**src/rtl/fact_pkg.sv**
```systemverilog
package fact_pkg;
  localparam logic [7:0]  OFS_ID      = 8'h00;
  localparam logic [7:0]  OFS_SCRATCH = 8'h04;
  localparam logic [7:0]  OFS_OPND    = 8'h08;
  localparam logic [7:0]  OFS_STAT    = 8'h20;
  localparam logic [7:0]  WIDE_BASE   = 8'h80;
  localparam logic [31:0] ID_WORD     = 32'h010000ED;
  localparam int          STAT_BUSY   = 0;
  localparam int          STAT_IEN    = 7;

  typedef enum logic [1:0] {
    SZ_BYTE = 2'd0,
    SZ_HALF = 2'd1,
    SZ_WORD = 2'd2,
    SZ_DBL  = 2'd3
  } acc_size_e;
endpackage

```
**src/rtl/fact_rst_sync.sv**
```systemverilog
module fact_rst_sync #(
  parameter int STAGES = 2
) (
  input  logic clk,
  input  logic rst_n,
  output logic rst_n_sync
);
  logic [STAGES-1:0] sync_q;

  always_ff @(posedge clk or negedge rst_n) begin
    if (!rst_n) sync_q <= '0;
    else        sync_q <= {sync_q[STAGES-2:0], 1'b1};
  end

  assign rst_n_sync = sync_q[STAGES-1];
endmodule

```
**src/rtl/fact_access_gate.sv**
```systemverilog
module fact_access_gate
  import fact_pkg::*;
#(
  parameter int ADDR_W = 8
) (
  input  logic              req_valid,
  input  logic              req_write,
  input  logic [ADDR_W-1:0] req_addr,
  input  logic [1:0]        req_size,
  output logic              rd_ok,
  output logic              wr_ok
);
  localparam logic [ADDR_W-1:0] WIDE_LO = ADDR_W'(WIDE_BASE);

  logic size_legal;

  always_comb begin
    size_legal = (req_size == SZ_WORD) ||
                 ((req_addr >= WIDE_LO) && (req_size == SZ_DBL));
    rd_ok = req_valid && !req_write && size_legal;
    wr_ok = req_valid &&  req_write && size_legal;
  end
endmodule

```
**src/rtl/fact_core.sv**
```systemverilog
module fact_core #(
  parameter int DATA_W = 32
) (
  input  logic              clk,
  input  logic              rst_n,
  input  logic              start,
  input  logic [DATA_W-1:0] start_val,
  input  logic              ien,
  output logic              busy,
  output logic [DATA_W-1:0] opnd,
  output logic              irq
);
  logic              busy_q, busy_d;
  logic [DATA_W-1:0] cnt_q, cnt_d;
  logic [DATA_W-1:0] acc_q, acc_d;
  logic [DATA_W-1:0] opnd_q, opnd_d;
  logic              irq_q, irq_d;
  logic              run_en;

  always_comb begin
    busy_d = busy_q;
    cnt_d  = cnt_q;
    acc_d  = acc_q;
    opnd_d = opnd_q;
    irq_d  = 1'b0;
    if (busy_q) begin
      if (cnt_q == '0) begin
        opnd_d = acc_q;
        busy_d = 1'b0;
        irq_d  = ien;
      end else begin
        acc_d = acc_q * cnt_q;
        cnt_d = cnt_q - 1'b1;
      end
    end else if (start) begin
      opnd_d = start_val;
      cnt_d  = start_val;
      acc_d  = DATA_W'(1);
      busy_d = 1'b1;
    end
  end

  assign run_en = busy_q | start;

  always_ff @(posedge clk or negedge rst_n) begin
    if (!rst_n) begin
      busy_q <= 1'b0;
      cnt_q  <= '0;
      acc_q  <= '0;
      opnd_q <= '0;
    end else if (run_en) begin
      busy_q <= busy_d;
      cnt_q  <= cnt_d;
      acc_q  <= acc_d;
      opnd_q <= opnd_d;
    end
  end

  always_ff @(posedge clk or negedge rst_n) begin
    if (!rst_n) irq_q <= 1'b0;
    else        irq_q <= irq_d;
  end

  assign busy = busy_q;
  assign opnd = opnd_q;
  assign irq  = irq_q;

  AST_START_SETS_BUSY: assert property (@(posedge clk) disable iff (!rst_n)
    (start && !busy_q) |=> busy_q);
  AST_OPND_HELD: assert property (@(posedge clk) disable iff (!rst_n)
    (busy_q && cnt_q != '0) |=> $stable(opnd_q));
  AST_BUSY_ENDS: assert property (@(posedge clk) disable iff (!rst_n)
    (busy_q && cnt_q == '0) |=> !busy_q);
  AST_IRQ_ON_FALL: assert property (@(posedge clk) disable iff (!rst_n)
    irq_q |-> $fell(busy_q));
endmodule

```
**src/rtl/fact_unit.sv**
```systemverilog
module fact_unit
  import fact_pkg::*;
#(
  parameter int ADDR_W = 8,
  parameter int DATA_W = 32
) (
  input  logic              clk,
  input  logic              rst_n,
  input  logic              req_valid,
  input  logic              req_write,
  input  logic [ADDR_W-1:0] req_addr,
  input  logic [1:0]        req_size,
  input  logic [DATA_W-1:0] req_wdata,
  output logic              rsp_valid,
  output logic [DATA_W-1:0] rsp_rdata,
  output logic              done_irq
);
  localparam logic [ADDR_W-1:0] A_ID   = ADDR_W'(OFS_ID);
  localparam logic [ADDR_W-1:0] A_SCR  = ADDR_W'(OFS_SCRATCH);
  localparam logic [ADDR_W-1:0] A_OPND = ADDR_W'(OFS_OPND);
  localparam logic [ADDR_W-1:0] A_STAT = ADDR_W'(OFS_STAT);

  logic              rst_ns;
  logic              rd_ok, wr_ok;
  logic              busy;
  logic [DATA_W-1:0] opnd;
  logic              start;
  logic [DATA_W-1:0] scratch_q, scratch_d;
  logic              ien_q, ien_d;
  logic              rvalid_q, rvalid_d;
  logic [DATA_W-1:0] rdata_q, rdata_d;
  logic [DATA_W-1:0] stat_word;

  fact_rst_sync #(.STAGES(2)) i_rst (
    .clk(clk), .rst_n(rst_n), .rst_n_sync(rst_ns)
  );

  fact_access_gate #(.ADDR_W(ADDR_W)) i_gate (
    .req_valid(req_valid), .req_write(req_write), .req_addr(req_addr),
    .req_size(req_size), .rd_ok(rd_ok), .wr_ok(wr_ok)
  );

  assign start = wr_ok && (req_addr == A_OPND);

  fact_core #(.DATA_W(DATA_W)) i_core (
    .clk(clk), .rst_n(rst_ns), .start(start), .start_val(req_wdata),
    .ien(ien_q), .busy(busy), .opnd(opnd), .irq(done_irq)
  );

  always_comb begin
    stat_word            = '0;
    stat_word[STAT_BUSY] = busy;
    stat_word[STAT_IEN]  = ien_q;

    scratch_d = scratch_q;
    ien_d     = ien_q;
    if (wr_ok && req_addr == A_SCR)  scratch_d = ~req_wdata;
    if (wr_ok && req_addr == A_STAT) ien_d     = req_wdata[STAT_IEN];

    rvalid_d = req_valid && !req_write;
    rdata_d  = '1;
    if (rd_ok) begin
      case (req_addr)
        A_ID:    rdata_d = DATA_W'(ID_WORD);
        A_SCR:   rdata_d = scratch_q;
        A_OPND:  rdata_d = opnd;
        A_STAT:  rdata_d = stat_word;
        default: rdata_d = '1;
      endcase
    end
  end

  always_ff @(posedge clk or negedge rst_ns) begin
    if (!rst_ns) begin
      scratch_q <= '0;
      ien_q     <= 1'b0;
    end else if (wr_ok) begin
      scratch_q <= scratch_d;
      ien_q     <= ien_d;
    end
  end

  always_ff @(posedge clk or negedge rst_ns) begin
    if (!rst_ns) begin
      rvalid_q <= 1'b0;
      rdata_q  <= '0;
    end else begin
      rvalid_q <= rvalid_d;
      if (rvalid_d) rdata_q <= rdata_d;
    end
  end

  assign rsp_valid = rvalid_q;
  assign rsp_rdata = rdata_q;

  AST_RSP_NEXT: assert property (@(posedge clk) disable iff (!rst_ns)
    (req_valid && !req_write) |=> rsp_valid);
  AST_BAD_READ_ONES: assert property (@(posedge clk) disable iff (!rst_ns)
    (req_valid && !req_write && !rd_ok) |=> (rsp_rdata == '1));
  AST_ID_CONST: assert property (@(posedge clk) disable iff (!rst_ns)
    (rd_ok && req_addr == A_ID) |=> (rsp_rdata == DATA_W'(ID_WORD)));
endmodule

```
**config.mk**
```make
export PLATFORM = sky130hd
export DESIGN_NAME = fact_unit
export DESIGN_NICKNAME = d
export VERILOG_FILES = /design/src/rtl/fact_pkg.sv /design/src/rtl/fact_rst_sync.sv /design/src/rtl/fact_access_gate.sv /design/src/rtl/fact_core.sv /design/src/rtl/fact_unit.sv
export SDC_FILE = /design/constraint.sdc
export NUM_CORES = 2
export LEC_CHECK = 0
export ABC_AREA = 1
export BUFFER_PORTS_ARGS = -buffer_cell sky130_fd_sc_hd__buf_2
export CELL_PAD_IN_SITES_DETAIL_PLACEMENT = 0
export CELL_PAD_IN_SITES_GLOBAL_PLACEMENT = 1
export CORE_ASPECT_RATIO = 0.8
export CORE_MARGIN = 5
export CORE_UTILIZATION = 53
export DETAILED_ROUTE_END_ITERATION = 12
export GPL_TIMING_DRIVEN = 0
export PLACE_DENSITY = 0.87
export RECOVER_POWER = 100
export SYNTH_ARGS = -nofsm -noshare
export SYNTH_HDL_FRONTEND = slang
export SYNTH_SLANG_ARGS = --single-unit
```
**constraint.sdc**
```tcl
create_clock -name clk -period 15.32 [get_ports clk]
set_input_delay 0 -clock clk [delete_from_list [all_inputs] [get_ports clk]]
set_output_delay 0 -clock clk [all_outputs]
set_load 0.02 [all_outputs]
```
Yosys cells after proc, flatten, opt, wreduce, memory -nomap -nowiden
Cells that the tools add are included.

word-level totals
  bits in registers = 166
  word-level logic and storage cells = 54
  input bits = 46
  output and inout bits = 34

operators by class
  mux-type cells = 15
  reduce and logical (&&, ||, !) cells = 17
  eq/ne operators = 7
  add/subtract/negate cells = 1
  bitwise logic cells = 2
  magnitude comparators = 1
  multipliers = 1

operators by type and width
  cell                   number
  $mux 32                9
  $pmux 32 s4            1
  $logic_not 32->1       1
  $mul 32x32->32         1
  $not 32->32            1
  $sub 32x1->32 const B  1
  $eq 8x3->1 const B     1
  $eq 8x4->1 const B     1
  $eq 8x6->1 const B     1
  $ge 8x8->1 const B     1
  $logic_and 1x1->1      8
  $logic_not 8->1        1
  $reduce_and 3->1       2
  $mux 1                 5
  $eq 2x2->1 const B     2
  $ne 2x2->1 const B     2
  $reduce_and 2->1       2
  $reduce_bool 2->1      1
  $logic_not 1->1        1
  $logic_or 1x1->1       1
  $or 1x1->1             1

Depth between registers and ports, before layout
  word-level depth = 7
  gate-level depth with buffers = 32

Hierarchy
A second synthesis with hierarchy kept.

unflattened totals
  cells, all modules = 3247
  area, all modules = 24678.7 um^2

by module, submodules not included
  module            cells each  times used  area an instance (um^2)  seq. area each (um^2)
  fact_core         2835        1           21536.9                  2452.4
  fact_unit         401         1           3057.9                   1651.6
  fact_rst_sync     3           1           53.8                     50.0
  fact_access_gate  8           1           30.0                     0.0

Worst setup path after synthesis
No wires, ideal clock.

  path type = reg-to-reg
  start = register i_core.cnt_q[3]
  end = register i_core.acc_q[30]
  data required time = 15.197 ns
  path buffers = 3
  path slack = 8.777 ns
  period minus slack after synthesis = 6.543 ns
  arrival = 6.420 ns
  stages on the path, launching flop included = 28
  library setup time = 0.123 ns
  cells stage by stage = dfrtp_1 > buf_2 > buf_1 > clkbuf_1 > nand2_1 > fa_1 > inv_1 > fa_1 > inv_1 > fa_1 > inv_1 > fa_1 > fa_1 > inv_1 > fa_1 > inv_1 > fa_1 > fa_1 > ha_1 > inv_1 > nor3_1 > nand2_1 > nor4_1 > nand2_1 > nand2_1 > a21oi_1 > o21ai_0 > nand2_1

on the way
  longest elaborated chain between the ends = 3
  elaborated cells on any way between the ends = 6
  those cells by class = 1 x mul; 1 x eq/ne; 2 x mux; 2 x reduce/logical

ends and longest elaborated chain
  item                                                line                              text
  start: declaration                                  fact_core.sv:14                   logic [DATA_W-1:0] cnt_q, cnt_d;
  start signal: assignment                            fact_core.sv:53                   cnt_q <= cnt_d;
  $mul 32x32->32 or $logic_not 32->1 (tied branches)  fact_core.sv:32, fact_core.sv:27
  $mux 32 or $ne 2x2->1 (tied branches)               n/a
  $mux 32 or $reduce_and 3->1 (tied branches)         n/a
  end signal: assignment                              fact_core.sv:49                   acc_q <= '0;
  end signal: assignment                              fact_core.sv:54                   acc_q <= acc_d;
  end: declaration                                    fact_core.sv:15                   logic [DATA_W-1:0] acc_q, acc_d;

Parallel ways exist; a longest one is shown, timed or not. The select of a mux whose other input is x is not followed.
A chain may end at the register's enable or synchronous reset.

Worst setup path in the final report
  start = register i_core.acc_q[6]
  end = register i_core.acc_q[27]

on the way
  longest elaborated chain between the ends = 3

ends and longest elaborated chain
  item            line             text
  $mul 32x32->32  fact_core.sv:32  acc_d = acc_q * cnt_q;
  $mux 32         fact_core.sv:27  if (cnt_q == '0) begin
  $mux 32         fact_core.sv:26  if (busy_q) begin

No other way between the ends. The select of a mux whose other input is x is not followed.

==> results.py <==
metrics = {
    "run": {
        "max_cap_violations": 2,
    },
    "placement": {
        "port-buffer-count": 79,
        "gp_congestion": 1.03,
        "hpwlAfterDp_um": 73600,
    },
    "cts": {
        "clk_latency_ps": 440,
        "cts_resized": 0,
        "cts_tree": "done",
        "clk_path_buf_depth": 2,
        "numCtsBuffers": 17,
        "clkTransAtPathRegs_ps": 80,
        "htree_levels": 4,
        "root_buffer": "clkbuf_16",
        "cts_num_sinks": 166,
    },
    "critical_path": {
        "r2r_end": "i_core.acc_q[27]",
        "critPathArrivalTime_ps": 9110,
        "r2r_start": "i_core.acc_q[6]",
        "path_common_cell": "fa_1",
        "ff2ff_setup_slack_ps": 6530,
        "worst_setup_path_start_kind": "register",
        "crit_path_max_fanout": 10,
        "rr_worst_depth": 24,
        "crit_chain": "clkbuf_1, clkbuf_1, nand2_1, inv_1, fa_1, fa_1, inv_1, fa_1, inv_1, fa_1, fa_1, fa_1, fa_1, fa_1, ha_1, nand2_1, nor3_1, nand2_1, o211ai_1, nand2_1, nand2_1, nand2_1, nand2_1, o21ai_0",
        "crit_end": "i_core.acc_q[27]",
        "cp_data_required_time_ps": 15650,
        "worst_path_max_delay_cell": "clkbuf_1",
        "worstSetupPathType": "reg2reg",
        "crit_path_end_kind": "register",
        "slowest_delay_ps": 1020,
        "cp-startpoint": "i_core.acc_q[6]",
    },
    "die": {
        "die_area_um2": 50800,
        "start_util_pct": 53.6,
        "rows": 70,
        "die_w_um": 251,
        "pin_count": 80,
        "core_area_um2": 45800,
        "die_h_um": 203,
    },
    "sta": {
        "setup_violations": 0,
        "fmax_ghz": 0.114,
        "finalMaxSlewViolations": 140,
        "finalHoldViolations": 0,
        "setup-tns-final_ps": 0,
        "finalClockSkew_ps": 10.6,
        "worst_slew_pin_slew_ps": 3860,
        "final.period_utilization_pct": 57.4,
        "rsz0062_at_grt": "no",
        "slew_headroom_pct": -157,
        "period_needed_ps": 8790,
    },
    "route": {
        "ant_nets": 0,
        "m1WireLength_um": 37700,
        "routed_wl_um": 90700,
        "via_count": 22139,
        "dr.pass1.iters": 8,
        "wl_met2_um": 36500,
        "top_layer_used": "met5",
        "routed-wl-met3_um": 13500,
        "drc": 0,
        "vias_per_cell": 5.55,
        "wire_per_inst_um": 22.8,
        "drt_iter0_markers": 2873,
    },
    "final_layout": {
        "syn_to_final_growth_pct": 8.16,
        "final_nets": 3939,
        "drive_gt1_share_pct": 3.35,
        "layout_commonest_cell": "nand2_1",
        "final_cell_mix": "nand2_1 (896), inv_1 (828), fa_1 (408)",
        "nFillCells": 4277,
    },
    "yosys": {
        "syn_inst": 3225,
        "syn_avg_cell_area_um2": 7.62,
        "synth_edf_count": 0,
        "syn_area_um2": 24600,
        "async_reset_ff_share_pct": 100,
        "ys_seq_area_share_pct": 16.9,
        "ys_warn_count": 0,
        "ys_seq_elements": 166,
        "synth_cell_types": 54,
        "synth_ff_type": "dfrtp_1",
        "synth_fp_nets": 3803,
    },
    "status": {
        "violations": "capacitance limit, slew limit",
        "status": "finished, violations left",
    },
    "global_routing": {
        "grt_pass1_wl_um": 136000,
        "grt_overflow": 0,
        "grt_util_all_layers_pct": 35.7,
        "first_global_vias": 21916,
        "grt_max_degree": 73,
        "antenna_found_initial": 4,
    },
    "min_path": {
        "min_path_type": "in2reg",
    },
}
synthesized netlist by cell type, drive strengths merged (3+ instances only):
| library cell | count | area share, % |
|---|---|---|
| o21bai | 5 | 0.15 |
| clkbuf | 120 | 1.8 |
| a21oi | 75 | 1.5 |
| nor4 | 12 | 0.36 |
| a22o | 3 | 0.11 |
| dfrtp | 166 | 17 |
| o21ai | 116 | 2.4 |
| xnor2 | 11 | 0.39 |
| a21o | 5 | 0.15 |
| o221ai | 16 | 0.67 |
| buf | 50 | 0.95 |
| o31ai | 3 | 0.092 |
| xor2 | 33 | 1.2 |
| fa | 408 | 33 |
| o211ai | 3 | 0.092 |
| nand4 | 14 | 0.41 |
| nand3b | 8 | 0.24 |
| ha | 124 | 6.3 |
| nand3 | 61 | 1.2 |
| a221oi | 19 | 0.68 |
| nand2 | 898 | 14 |
| inv | 834 | 13 |
| nor3 | 18 | 0.41 |
| nor2 | 177 | 2.9 |
| a31oi | 30 | 0.79 |
how the worst min path moves through the flow:
stage                     depth (start not counted)              end  slack [ps]        start
after floorplan                                   0  i_rst.sync_q[0]        -300        rst_n
after CTS                                         5            ien_q          10  req_addr[5]
after detailed placement                          1  i_rst.sync_q[0]        -210        rst_n
after global placement                            1  i_rst.sync_q[0]        -220        rst_n
final                                             4            ien_q          20  req_addr[5]
after global routing                              4            ien_q          50  req_addr[5]
sequential cells by signal (all words and copies together) (netlist names):
| register | cells |
|---|---|
| scratch_q | 32 |
| i_core.acc_q | 32 |
| i_core.opnd | 32 |
| ien_q | 1 |
| rsp_rdata | 32 |
| i_core.irq | 1 |
| i_rst.sync_q | 2 |
| rsp_valid | 1 |
| i_core.cnt_q | 32 |
| i_core.busy | 1 |
worst max-delay path, delay by kind of cell (launching register included):
kind                       cells  cell delay, ps
buffers and inverters          5            2160
DFF                            1             600
AOI/OAI and AO/OA              2             410
and+or+nand+nor                8            1000
adders and majority gates      9            4490
per-layer routing:
metal	GRT usage [%]	up-vias
li1	-	9687
met1	53.1	10943
met2	50.2	1321
met3	12.6	184
met4	9.04	4
met5	0	-
kinds of logic (layout without fill, tap and decap cells):
group | after synthesis | after routing | synth area share (%)
simple gates | 1189 | 1189 | 19.3
buf+inv | 1006 | 1155 | 15.6
fa+ha+maj | 532 | 532 | 39.6
compound gates | 287 | 287 | 7.03
flops | 166 | 166 | 16.9
xor+xnor | 44 | 44 | 1.57
other cells | 1 | 3 | 0.0153
layout make-up:
| class | instances | area, um^2 | area share, % |
|---|---|---|---|
| Sequential cell | 166 | 4150 | 15.6 |
| Inverter | 836 | 3140 | 11.8 |
| Timing Repair Buffer | 117 | 719 | 2.71 |
| Antenna cell | 2 | 5.00 | 0.0188 |
| Multi-Input combinational cell | 2053 | 16500 | 62.2 |
| Clock inverter | 14 | 154 | 0.579 |
| Clock buffer | 18 | 439 | 1.65 |
| Buffer | 170 | 659 | 2.48 |
| Tap cell | 612 | 766 | 2.88 |
repair_timing:
action	CTS	global route
hold buffers	36	0
endpoints found under the hold margin	64	0
setup buffers	0	0
per-stage QoR:
stage	utilization [%]	std cells	hold slack [ps]	cell area (um^2)	setup slack (ps)
final	58.0	3988	17.7	26600	6530
after global routing	58.0	3986	49.8	26600	6320
after CTS	58.4	3986	10.8	26700	6800
after detailed placement	56.3	3918	-212	25800	6870
after global placement	56.1	3916	-215	25700	6790
after floorplan	-	3225	-296	24600	8780
Power is left out: the tool's default activity adds up to more than one toggle a clock period on the data nets, which glitch-free logic cannot reach.
